==> src/rtl/sram_b2_pkg.sv <==
package sram_b2_pkg;

  localparam int BEATS = 2;

  typedef enum logic [1:0] {
    CMD_NOP = 2'b00,
    CMD_RD  = 2'b01,
    CMD_WR  = 2'b10,
    CMD_RSV = 2'b11
  } cmd_e;

  function automatic logic is_read(input cmd_e c);
    return c == CMD_RD;
  endfunction

  function automatic logic is_write(input cmd_e c);
    return c == CMD_WR;
  endfunction

endpackage

==> src/rtl/sram_b2_wgather.sv <==
module sram_b2_wgather
  import sram_b2_pkg::*;
#(
  parameter int DATA_W = 18,
  parameter int ADDR_W = 6,
  localparam int WORD_W = BEATS * DATA_W
) (
  input  logic                         clk,
  input  logic                         rst_n,
  input  logic                         wr_cmd,
  input  logic [ADDR_W-1:0]            cmd_addr,
  input  logic [BEATS-1:0][DATA_W-1:0] beats,
  output logic                         wr_en,
  output logic [ADDR_W-1:0]            wr_addr,
  output logic [WORD_W-1:0]            wr_word
);

  logic              pend_q;
  logic [ADDR_W-1:0] pend_addr_q;

  // A write command opens a one-cycle window in which its beats arrive.
  always_ff @(posedge clk) begin
    if (!rst_n) begin
      pend_q      <= 1'b0;
      pend_addr_q <= '0;
    end else begin
      pend_q <= wr_cmd;
      if (wr_cmd) pend_addr_q <= cmd_addr;
    end
  end

  // Demultiplex the beat lanes into one wide storage word, lane 0 lowest.
  for (genvar g = 0; g < BEATS; g++) begin : g_lane
    assign wr_word[g*DATA_W +: DATA_W] = beats[g];
  end

  assign wr_en   = pend_q;
  assign wr_addr = pend_addr_q;

  // an array write only ever happens on the cycle after a write command.
  p_write_follows_cmd_r2: assert property (@(posedge clk) disable iff (!rst_n)
    wr_en |-> $past(wr_cmd));

endmodule

==> src/rtl/sram_b2_array.sv <==
module sram_b2_array #(
  parameter int WORD_W = 36,
  parameter int ADDR_W = 6,
  localparam int DEPTH = 1 << ADDR_W
) (
  input  logic              clk,
  input  logic              rst_n,
  input  logic              we,
  input  logic [ADDR_W-1:0] waddr,
  input  logic [WORD_W-1:0] wdata,
  input  logic              re,
  input  logic [ADDR_W-1:0] raddr,
  output logic [WORD_W-1:0] rdata
);

  logic [WORD_W-1:0] mem [DEPTH];
  logic              hit;

  // A read that collides with the write now landing takes the incoming word.
  assign hit = we && (waddr == raddr);

  always_ff @(posedge clk) begin
    if (we) mem[waddr] <= wdata;
  end

  always_ff @(posedge clk) begin
    if (!rst_n)  rdata <= '0;
    else if (re) rdata <= hit ? wdata : mem[raddr];
  end

  // a word written one cycle is what a later read of that address sees.
  p_array_holds_r2: assert property (@(posedge clk) disable iff (!rst_n)
    (re && !we && $past(we) && (raddr == $past(waddr)))
      |=> (rdata == $past(wdata, 2)));

endmodule

==> src/rtl/sram_b2_rdpipe.sv <==
module sram_b2_rdpipe
  import sram_b2_pkg::*;
#(
  parameter int DATA_W = 18,
  localparam int WORD_W = BEATS * DATA_W
) (
  input  logic                         clk,
  input  logic                         rst_n,
  input  logic                         rd_issue,
  input  logic                         lat3_in,
  input  logic [WORD_W-1:0]            word_in,
  output logic                         lat_eff,
  output logic                         out_v,
  output logic [BEATS-1:0][DATA_W-1:0] out_beats
);

  logic              s1_v, s2_v, lat_q, idle;
  logic [WORD_W-1:0] s2_d, out_d;
  logic              short_done;

  // The array read register is stage 1; stage 2 exists only for three cycles.
  assign idle       = !s1_v && !s2_v;
  assign lat_eff    = idle ? lat3_in : lat_q;
  assign short_done = s1_v && !lat_q;

  always_ff @(posedge clk) begin
    if (!rst_n) begin
      s1_v  <= 1'b0;
      s2_v  <= 1'b0;
      lat_q <= 1'b0;
      s2_d  <= '0;
      out_v <= 1'b0;
      out_d <= '0;
    end else begin
      s1_v  <= rd_issue;
      lat_q <= lat_eff;
      s2_v  <= s1_v && lat_q;
      s2_d  <= (s1_v && lat_q) ? word_in : '0;
      out_v <= short_done || s2_v;
      if (s2_v)            out_d <= s2_d;
      else if (short_done) out_d <= word_in;
      else                 out_d <= '0;
    end
  end

  // Multiplex the wide word onto the beat lanes, low half first.
  for (genvar g = 0; g < BEATS; g++) begin : g_out
    assign out_beats[g] = out_d[g*DATA_W +: DATA_W];
  end

  // the latency in force cannot change while a read is in flight.
  p_lat_hold_r8: assert property (@(posedge clk) disable iff (!rst_n)
    (s1_v || s2_v) |=> $stable(lat_q));

  // the short and long paths never deliver in the same cycle.
  p_single_source_r6: assert property (@(posedge clk) disable iff (!rst_n)
    !(short_done && s2_v));

  // the lanes are zero whenever no read is being delivered.
  p_zero_idle_r10: assert property (@(posedge clk) disable iff (!rst_n)
    !out_v |-> (out_d == '0));

endmodule

==> src/rtl/sram_b2_core.sv <==
module sram_b2_core
  import sram_b2_pkg::*;
#(
  parameter int DATA_W = 18,
  parameter int ADDR_W = 6
) (
  input  logic              clk,
  input  logic              rst_n,
  input  logic [1:0]        cmd,
  input  logic [ADDR_W-1:0] addr,
  input  logic [DATA_W-1:0] wbeat0,
  input  logic [DATA_W-1:0] wbeat1,
  input  logic              lat3,
  output logic              rvalid,
  output logic [DATA_W-1:0] rbeat0,
  output logic [DATA_W-1:0] rbeat1
);

  localparam int WORD_W = BEATS * DATA_W;

  cmd_e                         cmd_c;
  logic                         rd_cmd, wr_cmd;
  logic [BEATS-1:0][DATA_W-1:0] win, rout;
  logic                         we;
  logic [ADDR_W-1:0]            waddr;
  logic [WORD_W-1:0]            wword, rword;
  logic                         lat_eff;

  assign cmd_c  = cmd_e'(cmd);
  assign rd_cmd = is_read(cmd_c);
  assign wr_cmd = is_write(cmd_c);
  assign win    = {wbeat1, wbeat0};

  sram_b2_wgather #(.DATA_W(DATA_W), .ADDR_W(ADDR_W)) u_gather (
    .clk(clk), .rst_n(rst_n), .wr_cmd(wr_cmd), .cmd_addr(addr),
    .beats(win), .wr_en(we), .wr_addr(waddr), .wr_word(wword)
  );

  sram_b2_array #(.WORD_W(WORD_W), .ADDR_W(ADDR_W)) u_array (
    .clk(clk), .rst_n(rst_n), .we(we), .waddr(waddr), .wdata(wword),
    .re(rd_cmd), .raddr(addr), .rdata(rword)
  );

  sram_b2_rdpipe #(.DATA_W(DATA_W)) u_rdpipe (
    .clk(clk), .rst_n(rst_n), .rd_issue(rd_cmd), .lat3_in(lat3),
    .word_in(rword), .lat_eff(lat_eff), .out_v(rvalid), .out_beats(rout)
  );

  assign rbeat0 = rout[0];
  assign rbeat1 = rout[1];

  // a read issued with an effective latency of two delivers two cycles later.
  p_lat_two_r4: assert property (@(posedge clk) disable iff (!rst_n)
    (rd_cmd && !lat_eff) |-> ##2 rvalid);

  // a read issued with an effective latency of three delivers three cycles later.
  p_lat_three_r5: assert property (@(posedge clk) disable iff (!rst_n)
    (rd_cmd && lat_eff) |-> ##3 rvalid);

  // valid data always traces back to a read two or three cycles earlier.
  p_no_spurious_r6: assert property (@(posedge clk) disable iff (!rst_n)
    rvalid |-> ($past(rd_cmd, 2) || $past(rd_cmd, 3)));

endmodule

==> config.mk <==
export PLATFORM = sky130hd
export DESIGN_NAME = sram_b2_core
export DESIGN_NICKNAME = d
export VERILOG_FILES = /design/src/rtl/sram_b2_pkg.sv /design/src/rtl/sram_b2_wgather.sv /design/src/rtl/sram_b2_array.sv /design/src/rtl/sram_b2_rdpipe.sv /design/src/rtl/sram_b2_core.sv
export SDC_FILE = /design/constraint.sdc
export NUM_CORES = 2
export LEC_CHECK = 0
export BUFFER_PORTS_ARGS = -buffer_cell sky130_fd_sc_hd__buf_4
export CORE_AREA = 2 2 518 520
export DETAILED_ROUTE_END_ITERATION = 6
export DIE_AREA = 0 0 520 522
export PLACE_DENSITY = 0.6
export REMOVE_ABC_BUFFERS = 1
export SYNTH_ARGS = -nofsm -noshare
export SYNTH_HDL_FRONTEND = slang
export SYNTH_SLANG_ARGS = --single-unit
==> constraint.sdc <==
create_clock -name clk -period 4.5 [get_ports clk]
set_clock_uncertainty 0.1 [all_clocks]
set_input_delay 0.45 -clock clk [delete_from_list [all_inputs] [get_ports clk]]
set_output_delay 0.45 -clock clk [all_outputs]
set_load 0.02 [all_outputs]
==> reports/summary.txt <==
M3 GR Usage = 2.46%
RSZ-0062 raised after global routing = false
Mapped cell area = 92600 sq um
R2R setup slack = 1350 ps
Worst-path cell chain = nor2b_1 > nand3_1 > nor2_4 > buf_12
Post-synth EDFFs = 2304
Met2 GRT Util = 28.4%
Largest net degree at the start of global routing = 90
# IOs = 84
Nets = 4776
Post-CTS Setup Bufs = 0
Routed len/inst = 28.1 um
CTS tree = done
Final routed DRC violation total = 12
Hold Crit Class = in -> reg
Area leader, netlist = edfxtp_1
Global route overflow = 0
Total core area = 266000 sq um
CP arrival = 3570 ps
Row count = 190
GR Util met1 = 23.6%
Critical path class = reg -> reg
Reg clk slew, reported paths = 60 ps
Setup TNS = 0 ps
WL final = 238000 um
Resize count post-CTS = 0
Antenna-violating nets left = 0
Placer Congestion = 0.792
Buf/Inv on CP = 1
Status = complete, but fails checks
Post-synthesis cell type count = 46
Initial Util = 34.8%
Leak pwr = 33.3 nW
Total power divided by cell area = 433 nW/um^2
Cell count after synthesis = 4488
Die area = 271000 sq um
Asr flop ratio synth = 0%
Num CTS Buffers = 235
Commonest cells after routing, fill and taps aside = edfxtp_1, mux4_2, mux2i_1, clkbuf_16, buf_4
Register area share after synthesis = 77.3%
Layout overhead on the synthesized area = 14.8%
Number of detailed-route iterations in the first pass = 7
Total GRT Usage = 17.2%
Top FF cell, synth = edfxtp_1
Synth top area cells = edfxtp_1, mux4_2, mux2i_1
Root Driver = clkbuf_16
Clock Sinks = 2423
Worst hold path stage count = 1
Clk_lat worst skew = 870 ps
Largest stage delay on the critical path = 840 ps
Final Cycle Share = 70.0%
Slew margin rel. = 21.5%
Most Crowded Layer GR = met2
Util after Layout = 39.9%
Synth warnings = 0
H-tree Lvls = 4
Crit path max fanout = 23
Max VDD drop = 0.417 mV
Worst hold endpoint = u_array.mem[15][33]$_DFFE_PP_
Synth Register Bits = 2423
Fmax = 318 MHz
Hold_sp = wbeat1[15]
Number of global-route vias before repair = 45.9k
Avg Cell Area, Syn = 20.6 sq um
Hpwl dp = 138000 um
CTS Buffer Depth = 3
Starting DRT DRC Count = 5157
Worst hold slack = 26.9 ps
Tightest Pin Transition = 1180 ps
Initial antenna violation count = 14
Vias post-DR = 45.9k
Setup Viol. Count Final = 0
Post-synth top area share = 74.7%
Max Transition Viols Final = 0
Fraction of layout cells with a size suffix above 1 = 24.2%
Worst setup EP type = flip-flop
Critical Path RT = 4920 ps
Failing checks = DRC
Reg-to-Reg Start = u_gather.wr_addr[1]$_SDFFE_PN0P_
Max-cap violations = 0
CP max stage cell = nor2_4
Setup crit start kind = flip-flop
Tmin final = 3150 ps
FF-to-FF path depth = 4
Die height = 522 um
Most common cell after layout, fill and taps aside = edfxtp_1
R2R Path End = u_array.mem[30][15]$_DFFE_PP_
Largest delay share family, worst path = simple AND/OR/NAND/NOR gates
Post-DR vias/cell = 5.41
First-pass GRT wire length = 341000 um
Final Hold Vio Count = 0
Buffers on Ports = 83
Chip Width = 520 um
==> final cells by class <==
cell class | instances | area [sq um]
clock buffer | 342 | 6530
timing repair buffer | 275 | 2620
multi-input combinational | 1792 | 20200
inverter | 2 | 7.51
antenna | 7 | 17.5
fill | 23400 | 160000
sequential | 2423 | 71600
tap | 3552 | 4440
clock inverter | 95 | 955
==> cell usage after synthesis, types with 6 or more instances <==
master     instances
a211o_1           12
a211oi_1          35
a21oi_1           70
a221oi_1          23
a22o_1            23
a22oi_1           97
a31oi_1           24
and2_1            43
buf_2            104
buf_4             47
buf_6              9
clkbuf_1         107
dfxtp_1          119
edfxtp_1        2304
mux2_2            93
mux2i_1          344
mux4_2           434
nand2_1           86
nand2b_1           6
nand3_1           43
nand4_1           49
nor2_1           108
nor2b_1           42
nor3_1            72
nor3b_1           20
o2111ai_1         13
o21ai_0           61
o22ai_1           60
xnor2_1            6
==> repair_timing <==
action / CTS / global route
hold buffers: 12 / 0
endpoints found under the setup margin: 0 / 0
endpoints found under the hold margin: 110 / 0
==> routing by layer <==
metal  wire, um  vias up
met4       7400        4
met2     116000     1696
met3      14300      355
met1     100000    24800
met5         27        -
li1           -    19100
==> per-stage QoR <==
step	power [W]	cell area (sq um)	setup WS, ps	instances
after detailed placement	0.0273	98700	944	8032
after global placement	0.0273	98700	859	8032
after CTS	0.0464	106000	1390	8481
after floorplan	0.0261	91200	675	4217
after global routing	0.0473	106000	1330	8484
final	0.0460	106000	1350	8488
==> worst max-delay path by stage <==
| stage | depth (start not counted) | endpoint | from | slack (ps) |
|---|---|---|---|---|
| global route | 4 | u_array.mem[43][20]$_DFFE_PP_ | u_gather.wr_en$_SDFF_PN0_ | 1330 |
| detailed placement | 8 | u_array.rdata[28]$_SDFFE_PN0P_ | addr[0] | 940 |
| global placement | 8 | u_array.rdata[28]$_SDFFE_PN0P_ | addr[0] | 860 |
| finish | 4 | u_array.mem[30][15]$_DFFE_PP_ | u_gather.wr_addr[1]$_SDFFE_PN0P_ | 1350 |
| floorplan | 4 | u_array.mem[52][0]$_DFFE_PP_ | u_gather.wr_addr[4]$_SDFFE_PN0P_ | 680 |
| CTS | 4 | u_array.mem[43][20]$_DFFE_PP_ | u_gather.wr_en$_SDFF_PN0_ | 1390 |
==> state kept, by name, summed over array words and instances (netlist names), 6 cells and up <==
name and count:
u_array.mem 2304, u_gather.wr_addr 6, u_array.rdata 36, u_rdpipe.out_beats 36
u_rdpipe.s2_d 36
==> report_power, final <==
part           switching, W  internal [W]
registers         0.0000540        0.0247
logic               0.00132      0.000741
clock network       0.00831        0.0109
==> logic make-up after synthesis <==
logic type             synth area share [%]
buffers and inverters                  1.51
flip-flops                             77.3
XOR/XNOR                             0.0567
multiplexers                           15.4
AO/OA/AOI/OAI                          3.04
AND/OR/NAND/NOR                        2.74
No activity file was read; power rests on OpenSTA's default activity.
